`src/rtl/chg_pkg.sv`:
```
package chg_pkg;

  typedef enum logic [2:0] {
    ST_POR,
    ST_STBY,
    ST_TRKL,
    ST_FULL,
    ST_REG,
    ST_DONE,
    ST_TFLT,
    ST_TOUT
  } chgState_t;

  typedef enum logic [1:0] {
    MODE_OFF  = 2'b00,
    MODE_TRKL = 2'b01,
    MODE_FULL = 2'b10,
    MODE_REG  = 2'b11
  } chgMode_t;

  // strobes from the control FSM to the timer datapath
  typedef struct packed {
    logic clrTimer;
    logic runTimer;
    logic clrQual;
    logic runQual;
  } tmrCtl_t;

  // status returned by the timer datapath
  typedef struct packed {
    logic qualDone;
    logic trickleOver;
    logic fullOver;
  } tmrFlags_t;

  localparam int NUM_FLAGS = 9;
  localparam int IDX_SUP   = 0;
  localparam int IDX_EN    = 1;
  localparam int IDX_TEN   = 2;
  localparam int IDX_VLOW  = 3;
  localparam int IDX_VREG  = 4;
  localparam int IDX_ITRM  = 5;
  localparam int IDX_RECH  = 6;
  localparam int IDX_TEMP  = 7;
  localparam int IDX_MISS  = 8;

endpackage

```
`src/rtl/chg_sync.sv`:
```
module chg_sync #(
  parameter int WIDTH  = 9,
  parameter int STAGES = 2
) (
  input  logic             clk,
  input  logic             rst,
  input  logic [WIDTH-1:0] dIn,
  output logic [WIDTH-1:0] dOut
);

  logic [WIDTH-1:0] stage [STAGES];

  for (genvar g = 0; g < STAGES; g++) begin : g_stage
    always_ff @(posedge clk) begin
      if (rst) begin
        stage[g] <= '0;
      end else if (g == 0) begin
        stage[g] <= dIn;
      end else begin
        stage[g] <= stage[(g == 0) ? 0 : g-1];
      end
    end
  end

  assign dOut = stage[STAGES-1];

endmodule

```
`src/rtl/chg_timer.sv`:
```
module chg_timer
  import chg_pkg::*;
#(
  parameter int TIMER_STAGES = 22,
  parameter int TEST_SHIFT   = 12,
  parameter int QUAL_TICKS   = 15
) (
  input  logic      clk,
  input  logic      rst,
  input  logic      tick,
  input  logic      testMode,
  input  logic      belowMin,
  input  tmrCtl_t   ctl,
  output tmrFlags_t flags
);

  localparam int CNT_W = TIMER_STAGES + 1;
  localparam int QW    = $clog2(QUAL_TICKS + 1);
  localparam logic [CNT_W-1:0] ONE      = {{(CNT_W-1){1'b0}}, 1'b1};
  localparam logic [CNT_W-1:0] LIM_NORM = ONE << TIMER_STAGES;
  localparam logic [CNT_W-1:0] LIM_TEST = ONE << (TIMER_STAGES - TEST_SHIFT);
  localparam logic [QW-1:0]    QUAL_MAX = QW'(QUAL_TICKS);

  logic [CNT_W-1:0] elapsed;
  logic [CNT_W-1:0] fullLimit;
  logic [CNT_W-1:0] trickleLimit;
  logic [QW-1:0]    qualCnt;

  assign fullLimit    = testMode ? LIM_TEST : LIM_NORM;
  assign trickleLimit = fullLimit >> 3;

  // safety timer: saturates at the full limit
  always_ff @(posedge clk) begin
    if (rst || ctl.clrTimer) begin
      elapsed <= '0;
    end else if (ctl.runTimer && tick && (elapsed < fullLimit)) begin
      elapsed <= elapsed + ONE;
    end
  end

  // consecutive-tick qualifier for leaving conditioning
  always_ff @(posedge clk) begin
    if (rst || ctl.clrQual) begin
      qualCnt <= '0;
    end else if (ctl.runQual && tick) begin
      if (belowMin) begin
        qualCnt <= '0;
      end else if (qualCnt != QUAL_MAX) begin
        qualCnt <= qualCnt + 1'b1;
      end
    end
  end

  assign flags.qualDone    = (qualCnt == QUAL_MAX);
  assign flags.trickleOver = (elapsed >= trickleLimit);
  assign flags.fullOver    = (elapsed >= fullLimit);

endmodule

```
`src/rtl/chg_ctrl.sv`:
```
module chg_ctrl
  import chg_pkg::*;
#(
  parameter int POR_CYCLES = 8
) (
  input  logic                 clk,
  input  logic                 rst,
  input  logic [NUM_FLAGS-1:0] flagsS,
  input  tmrFlags_t            tmr,
  output tmrCtl_t              ctl,
  output chgState_t            curState,
  output logic [1:0]           chargeMode,
  output logic                 statusN,
  output logic                 faultN
);

  localparam int PW = (POR_CYCLES > 1) ? $clog2(POR_CYCLES) : 1;
  localparam logic [PW-1:0] POR_LAST = PW'(POR_CYCLES - 1);

  chgState_t     state, nxt;
  logic [PW-1:0] porCnt;
  logic          porPend;
  logic          porDone;

  logic sup, en, ten, vReg, iTrm, rech, hot, miss;
  assign sup  = flagsS[IDX_SUP];
  assign en   = flagsS[IDX_EN];
  assign ten  = flagsS[IDX_TEN];
  assign vReg = flagsS[IDX_VREG];
  assign iTrm = flagsS[IDX_ITRM];
  assign rech = flagsS[IDX_RECH];
  assign hot  = flagsS[IDX_TEMP];
  assign miss = flagsS[IDX_MISS];

  assign porDone = (porCnt == POR_LAST);

  always_comb begin
    nxt = state;
    if (state == ST_POR) begin
      if (porDone) nxt = (sup && en) ? ST_TRKL : ST_STBY;
    end else if (!sup) begin
      nxt = ST_STBY;
    end else if (porPend) begin
      nxt = ST_POR;
    end else if (!en) begin
      nxt = ST_STBY;
    end else begin
      unique case (state)
        ST_STBY: nxt = ST_TRKL;
        ST_TOUT: nxt = ST_TOUT;
        ST_TFLT: if (!hot && !miss) nxt = ST_TRKL;
        ST_TRKL: begin
          if (hot || miss)          nxt = ST_TFLT;
          else if (tmr.trickleOver) nxt = ST_TOUT;
          else if (tmr.qualDone)    nxt = ST_FULL;
        end
        ST_FULL: begin
          if (hot || miss)              nxt = ST_TFLT;
          else if (ten && tmr.fullOver) nxt = ST_TOUT;
          else if (vReg)                nxt = ST_REG;
        end
        ST_REG: begin
          if (hot || miss)              nxt = ST_TFLT;
          else if (ten && tmr.fullOver) nxt = ST_TOUT;
          else if (iTrm)                nxt = ST_DONE;
        end
        ST_DONE: begin
          if (hot || miss) nxt = ST_TFLT;
          else if (rech)   nxt = ST_TRKL;
        end
        default: nxt = ST_STBY;
      endcase
    end
  end

  always_ff @(posedge clk) begin
    if (rst) begin
      state <= ST_POR;
    end else begin
      state <= nxt;
    end
  end

  always_ff @(posedge clk) begin
    if (rst || state != ST_POR) begin
      porCnt <= '0;
    end else if (!porDone) begin
      porCnt <= porCnt + 1'b1;
    end
  end

  always_ff @(posedge clk) begin
    if (rst || !sup) begin
      porPend <= 1'b1;
    end else if (state == ST_POR) begin
      porPend <= 1'b0;
    end
  end

  always_comb begin
    ctl.clrQual  = (nxt == ST_TRKL) && (state != ST_TRKL);
    ctl.clrTimer = ctl.clrQual || ((nxt == ST_FULL) && (state != ST_FULL));
    ctl.runTimer = (state == ST_TRKL) || (state == ST_FULL) || (state == ST_REG);
    ctl.runQual  = (state == ST_TRKL);
  end

  always_comb begin
    chgMode_t m;
    m       = MODE_OFF;
    statusN = 1'b1;
    faultN  = 1'b1;
    unique case (state)
      ST_TRKL: begin m = MODE_TRKL; statusN = 1'b0; end
      ST_FULL: begin m = MODE_FULL; statusN = 1'b0; end
      ST_REG:  begin m = MODE_REG;  statusN = 1'b0; end
      ST_POR, ST_TFLT, ST_TOUT: faultN = 1'b0;
      default: ;
    endcase
    chargeMode = m;
  end

  assign curState = state;

endmodule

```
`src/rtl/chg_seq_top.sv`:
```
module chg_seq_top
  import chg_pkg::*;
#(
  parameter int TIMER_STAGES = 22,
  parameter int TEST_SHIFT   = 12,
  parameter int QUAL_TICKS   = 15,
  parameter int POR_CYCLES   = 8,
  parameter int SYNC_STAGES  = 2
) (
  input  logic       clk,
  input  logic       rst,
  input  logic       tick,
  input  logic       testMode,
  input  logic       supplyOk,
  input  logic       enable,
  input  logic       timerEn,
  input  logic       vbatLow,
  input  logic       vbatReg,
  input  logic       iTerm,
  input  logic       vbatRech,
  input  logic       tempFault,
  input  logic       batMissing,
  output logic [1:0] chargeMode,
  output logic       statusN,
  output logic       faultN
);

  logic [NUM_FLAGS-1:0] rawFlags;
  logic [NUM_FLAGS-1:0] syncFlags;
  tmrCtl_t              tmrCtl;
  tmrFlags_t            tmrFlags;
  chgState_t            curState;
  logic                 supSync;
  logic                 enSync;

  assign rawFlags = {batMissing, tempFault, vbatRech, iTerm, vbatReg,
                     vbatLow, timerEn, enable, supplyOk};

  chg_sync #(.WIDTH(NUM_FLAGS), .STAGES(SYNC_STAGES)) sync_i (
    .clk (clk),
    .rst (rst),
    .dIn (rawFlags),
    .dOut(syncFlags)
  );

  chg_timer #(
    .TIMER_STAGES(TIMER_STAGES),
    .TEST_SHIFT  (TEST_SHIFT),
    .QUAL_TICKS  (QUAL_TICKS)
  ) timer_i (
    .clk     (clk),
    .rst     (rst),
    .tick    (tick),
    .testMode(testMode),
    .belowMin(syncFlags[IDX_VLOW]),
    .ctl     (tmrCtl),
    .flags   (tmrFlags)
  );

  chg_ctrl #(.POR_CYCLES(POR_CYCLES)) ctrl_i (
    .clk       (clk),
    .rst       (rst),
    .flagsS    (syncFlags),
    .tmr       (tmrFlags),
    .ctl       (tmrCtl),
    .curState  (curState),
    .chargeMode(chargeMode),
    .statusN   (statusN),
    .faultN    (faultN)
  );

  assign supSync = syncFlags[IDX_SUP];
  assign enSync  = syncFlags[IDX_EN];

endmodule

```
`config.mk`:
```
export PLATFORM = sky130hd
export DESIGN_NAME = chg_seq_top
export DESIGN_NICKNAME = d
export VERILOG_FILES = /design/src/rtl/chg_pkg.sv /design/src/rtl/chg_sync.sv /design/src/rtl/chg_timer.sv /design/src/rtl/chg_ctrl.sv /design/src/rtl/chg_seq_top.sv
export SDC_FILE = /design/constraint.sdc
export NUM_CORES = 1
export LEC_CHECK = 0
export BUFFER_PORTS_ARGS = -buffer_cell sky130_fd_sc_hd__buf_2
export CORE_ASPECT_RATIO = 0.75
export CORE_MARGIN = 2
export CORE_UTILIZATION = 27
export CTS_CLUSTER_DIAMETER = 40
export DETAILED_ROUTE_END_ITERATION = 12
export PLACE_DENSITY = 0.52
export SETUP_SLACK_MARGIN = 0.4
export SYNTH_ARGS = -nofsm -noshare
export SYNTH_HDL_FRONTEND = slang
export SYNTH_SLANG_ARGS = --single-unit
```
`constraint.sdc`:
```
create_clock -name clk -period 4.5 [get_ports clk]
set_input_delay 0.9 -clock clk [delete_from_list [all_inputs] [get_ports clk]]
set_output_delay 0.9 -clock clk [all_outputs]
set_load 0.01 [all_outputs]
```
==> qor.yml, run 1 <==
status:
  status: "finished, final reports clean"
global_route:
  grt_usage_pct: 12.0
  overflow: 0
  grt_pass1_wl_um: 11700
  antenna_found_initial: 0
  grt_pass1_vias: 2294
  grt_max_degree: 55
drt:
  drc: 0
  detail-route-antenna-nets: 0
  drtIter0Drc: 124
  routed_wl_um: 7130
  vias: 2640
  wire_per_inst_um: 13.9
  drt-vias-per-instance: 5.17
  first_pass_iters: 5
clocking:
  cts_setup_buffers: 0
  numCtsBuffers: 5
  cts_resized: 0
  cts_tree: "built"
  cts_sinks: 52
  clkTransAtPathRegs_ps: 70
  clock_latency_ps: 300
  cts-root-buf: "clkbuf_16"
  hold_buffers: 0
  cts_buffer_depth: 2
  htreeDepth: 2
yosys:
  synth_area_leaders: "dfxtp_1 34%, xor2_1 5.1%, nand2b_1 5.1%"
  synth_top_area_cell: "dfxtp_1"
  async_reset_ff_share_pct: 0
  yosysWarnings: 0
  synth_enable_flop_cells: 0
  synth_flop_cell: "dfxtp_1"
  synth_cell_type_count: 58
  synthCells: 366
  syn_nets: 388
  synth_top_area_share_pct: 33.9
  synthesis.area_um2: 3070
  ys_seq_area_share_pct: 33.9
  ys_ff_latch: 52
  avgSynthCellArea_um2: 8.39
critical_path:
  crit_chain: "buf_2, ha_1, or4_1, o21ai_1, a21oi_1, nor4_2, a2bb2oi_4, o22ai_1"
  critPathLaunchType: "input port"
  critPathKind: "input port to register"
  critPathMaxStageDelay_ps: 630
  required_ps: 4650
  cp.arrival_ps: 3110
  cp-end-kind: "register"
  slowest_stage: "a2bb2oi_4"
  crit_fanout: 27
sta:
  setup_violations: 0
  max-slew-margin-rel_pct: 32.3
  worst_pin_slew_ps: 1020
  tns_ps: 0
  grt_setup_unrepaired: "false"
  final-hold-violation-count: 0
  report.final.slew_viol_count: 0
  max_freq_mhz: 337
  fin_crit_ps: 2970
  fin_crit_sh_pct: 66.0
  clock_skew_ps: 11.3
floorplan:
  io_pins: 17
  die_w_um: 127
  fp.dieH_um: 96.3
  core_um2: 11000
  dieArea_um2: 12200
  rows: 33
  initial_core_util_pct: 27.9
finish:
  layout-drive-gt1-share_pct: 10.5
  nets: 392
  antennaDiodeCount: 0
  mostFrequentLayoutCells: "52 x dfxtp_1, 33 x nand2_1, 25 x nand2b_1"
  syn_to_final_growth_pct: 10.6
  layout_commonest_cell: "dfxtp_1"
pwr:
  seq_power_share_pct: 51.3
  total_power_uw: 929
  powerDensity_nw_per_um2: 274
  power.static_leakage_uw: 0.00122
  sw_frac_of_total_pct: 24.0
  switchingPower_uw: 223
  cellInternalPower_uw: 706
  ir_worst_vdd_mv: 0.132
  power.combinational.fraction_pct: 5.8
  clock_power_share_pct: 42.9
worst_hold_path:
  hold_path.class: "register to register"
placed_design:
  port_buffers: 16
  dp_hpwl_um: 4900
  routabilityCongestion: 0.763
flow_run:
  drv_cap: 0
==> kinds of logic (layout without fill, tap and decap cells) <==
| kind of cell | count (synthesis) | after routing | share of synthesized area [%] |
|---|---|---|---|
| adders and majority gates | 9 | 9 | 3.67 |
| DFF | 52 | 52 | 33.9 |
| xor gates and xnor gates | 24 | 24 | 6.85 |
| AOI/OAI and AO/OA | 68 | 68 | 16.0 |
| muxes | 4 | 4 | 1.30 |
| and+or+nand+nor | 178 | 178 | 33.5 |
| buffers and inverters | 31 | 36 | 4.73 |
==> metrics by stage <==
| step | hold WS [ps] | area, um2 | cells | setup WS [ps] | utilization, % |
|---|---|---|---|---|---|
| floorplan | 414 | 3070 | 366 | 1850 | - |
| global placement | 424 | 3240 | 503 | 1300 | 29.5 |
| detailed placement | 421 | 3240 | 503 | 1220 | 29.5 |
| CTS | 439 | 3390 | 511 | 1520 | 30.9 |
| global route | 459 | 3390 | 511 | 1330 | 30.9 |
| finish | 438 | 3390 | 511 | 1530 | 30.9 |
==> routing by layer <==
layer	routed length (um)	share of wire [%]	GRT usage (%)
met5	0	0	0
met4	70	0.98	3.30
met3	278	3.9	2.33
met2	3050	43	18.1
met1	3730	52	17.4
==> state kept, by name, summed over array words and instances, names as in the netlist <==
signal	cells
ctrl_i.porCnt	3
ctrl_i.curState	3
sync_i.stage	18
timer_i.qualCnt	4
ctrl_i.porPend	1
timer_i.elapsed	23
==> power by group through the flow <==
stage                     clock [uW]  sequential (uW)  combinational, uW
after detailed placement           0              487               54.8
after global placement             0              487               54.1
after CTS                        409              476               54.9
after floorplan                    0              485               41.5
after global routing             430              478               60.6
final                            398              476               54.1
==> cells in the mapped netlist, types with 2 or more instances <==
master	number
o21ai_0	5
o2111a_1	2
o21a_1	2
mux2i_1	4
nor2b_1	24
nand4_1	9
nor4_1	12
and3_1	5
nor4_2	2
o22ai_1	22
clkbuf_1	11
inv_1	10
nor2_1	14
buf_4	2
nand2b_1	25
nor4_4	2
a211oi_1	3
a21oi_1	10
or3_1	2
a2bb2oi_1	2
xnor2_1	6
nand2_1	33
nand3_1	12
and4_1	5
buf_2	5
buf_6	2
nor3_1	20
dfxtp_1	52
o21ai_1	3
and2_1	3
nand3b_1	2
o221ai_1	2
ha_1	9
a31oi_1	2
o211ai_1	2
xor2_1	18
==> path summary, 6_finish.rpt <==
| check | start | to | slack (ps) | depth (start not counted) |
|---|---|---|---|---|
| worst max-delay path | testMode | timer_i.elapsed[18] | 1530 | 8 |
| worst min register to register | sync_i.stage[0][1] | sync_i.stage[1][1] | 440 | 1 |
| worst max register to register | timer_i.elapsed[7] | timer_i.elapsed[18] | 1860 | 8 |
| worst min-delay path | sync_i.stage[0][1] | sync_i.stage[1][1] | 440 | 1 |
==> critical path: cells and delay by family <==
family	cells	cell delay, ps
AOI/OAI and AO/OA	4	1060
and+or+nand+nor	2	810
adders and majority gates	1	200
buffers and inverters	1	130
==> area by class of cell <==
type / count / area [um2]
clock buffers: 5 / 125
well taps: 140 / 175
inverters: 10 / 37.5
clock inverters: 3 / 25.0
repair buffers: 18 / 95.1
multi-input cells: 283 / 1900
fillers: 1174 / 7590
flip-flops and latches: 52 / 1040
Power figures use the tool's default switching activity.
==> run 2, diff against run 1 <==
--- a/config.mk
+++ b/config.mk
@@ -11,7 +11,7 @@
 export CORE_UTILIZATION = 27
 export CTS_CLUSTER_DIAMETER = 40
 export DETAILED_ROUTE_END_ITERATION = 12
-export PLACE_DENSITY = 0.52
+export PLACE_DENSITY = 0.53
 export SETUP_SLACK_MARGIN = 0.4
 export SYNTH_ARGS = -nofsm -noshare
 export SYNTH_HDL_FRONTEND = slang
==> constraint.sdc (replaced) <==
create_clock -name clk -period 2.6 [get_ports clk]
set_input_delay 0.52 -clock clk [delete_from_list [all_inputs] [get_ports clk]]
set_output_delay 0.52 -clock clk [all_outputs]
set_load 0.01 [all_outputs]
==> qor.yml, run 2 (synthesis results as in run 1) <==
placed_design:
  placed_area_um2: 3390
  dp_hpwl_um: 5220
  routabilityCongestion: 0.743
  port_buffers: 16
finish:
  layout_commonest_cell: "dfxtp_1"
  antennaDiodeCount: 0
  mostFrequentLayoutCells: "43 x dfxtp_1, 33 x nand2_1, 25 x nand2b_1"
  largest_reg_flops: 23
  layout-drive-gt1-share_pct: 25.2
  syn_to_final_growth_pct: 28.2
  nets: 418
  reg_top3: "timer_i.elapsed: 23 flops, sync_i.stage: 18 flops, timer_i.qualCnt: 4 flops"
  top_register: "timer_i.elapsed"
  final_area_um2: 3940
drt:
  drtIter0Drc: 172
  detail-route-antenna-nets: 0
  vias: 2735
  drc: 0
  wire_per_inst_um: 14.8
  first_pass_iters: 4
  drt-vias-per-instance: 5.09
  routed_wl_um: 7950
clocking:
  cts_tree: "built"
  cts_sinks: 52
  clock_latency_ps: 300
  htreeDepth: 2
  cts_buffer_depth: 2
  cts-root-buf: "clkbuf_16"
  clkTransAtPathRegs_ps: 80
  numCtsBuffers: 5
pwr:
  seq_power_share_pct: 50.1
  cellInternalPower_uw: 1240
  powerDensity_nw_per_um2: 418
  switchingPower_uw: 400
  power.static_leakage_uw: 0.00144
  total_power_uw: 1640
  power.combinational.fraction_pct: 8.0
  clock_power_share_pct: 41.9
  sw_frac_of_total_pct: 24.3
  ir_worst_vdd_mv: 0.393
global_route:
  grt_max_degree: 28
  overflow: 0
  grt_pass1_wl_um: 12600
  grt_usage_pct: 12.8
  grt_pass1_vias: 2491
  antenna_found_initial: 0
flow_run:
  drv_cap: 0
critical_path:
  crit_chain: "buf_4, ha_4, or4_4, o21ai_4, a21oi_4, nor4_4, a2bb2oi_4, buf_12, o22ai_1"
  critPathKind: "input port to register"
  path_delay_family: "simple AND/OR/NAND/NOR gates"
  cp.arrival_ps: 2420
  critPathLaunchType: "input port"
  required_ps: 2780
  crit_fanout: 14
  cp-end-kind: "register"
  slowest_stage: "or4_4"
  critPathMaxStageDelay_ps: 450
  worst-path-buf-inv: 2
worst_hold_path:
  hold_path.class: "input port to register"
floorplan:
  core_um2: 11000
  dieArea_um2: 12200
  rows: 33
  die_w_um: 127
  fp.dieH_um: 96.3
  io_pins: 17
  initial_core_util_pct: 27.9
sta:
  report.final.slew_viol_count: 0
  final-hold-violation-count: 0
  setup_violations: 0
  grt_setup_unrepaired: "true"
  fin_crit_ps: 2240
  worst_pin_slew_ps: 548
  tns_ps: 0
  clock_skew_ps: 14.1
  whs_ps: 435
  max-slew-margin-rel_pct: 63.2
  fin_crit_sh_pct: 86.0
  max_freq_mhz: 447
status:
  status: "finished, final reports clean"
[run 2: routing by layer]
layer  vias up  global-route usage [%]  routed length [um]
met5         -                       0                   0
met4         0                    3.57                 114
met3         6                    2.50                 404
met2        64                    19.8                3600
met1      1285                    18.2                3830
li1       1380                       -                   -
[run 2: power by group through the flow]
stage	logic, uW	clock network, uW	registers, uW
2_1_floorplan	75.0	0	840
4_1_cts	118	704	824
5_1_grt	145	730	825
3_3_place_gp	106	0	843
6_report	131	689	823
3_5_place_dp	108	0	844
[run 2: path summary, 6_finish.rpt]
kind	from	endpoint	slack, ps	depth (start not counted)
setup / recovery	testMode	timer_i.elapsed[10]	360	9
hold / removal	timerEn	sync_i.stage[0][2]	440	2
setup reg to reg	timer_i.elapsed[19]	timer_i.elapsed[10]	370	8
hold reg to reg	sync_i.stage[0][6]	sync_i.stage[1][6]	440	1
[run 2: timing repair]
action,in CTS,in global routing
setup endpoints to repair,7,27
cloned,1,3
gates resized for setup,17,33
pin swaps,9,9
hold buffers,0,0
setup buffers,6,6
endpoints found under the hold margin,0,0
[run 2: area by class of cell]
class / instances / area [um2]
well taps: 140 / 175
fillers: 1104 / 7050
flip-flops and latches: 52 / 1060
clock buffers: 5 / 125
repair buffers: 44 / 397
multi-input cells: 283 / 2120
clock inverters: 3 / 26.3
inverters: 10 / 37.5
[run 2: worst reg2reg max path: stages (launching register included)]
cell and delay [ps]:
dfxtp_4 370, ha_4 150, or4_4 450, o21ai_4 170, a21oi_4 60, nor4_4 350, a2bb2oi_4 270, buf_12 190
o22ai_1 110
[run 2: stage by stage]
step	instances	util (%)	setup slack, ps
2_1_floorplan	366	-	403
3_3_place_gp	513	30.9	204
3_5_place_dp	513	30.9	13.5
4_1_cts	528	33.7	401
5_1_grt	537	35.8	291
6_report	537	35.8	363
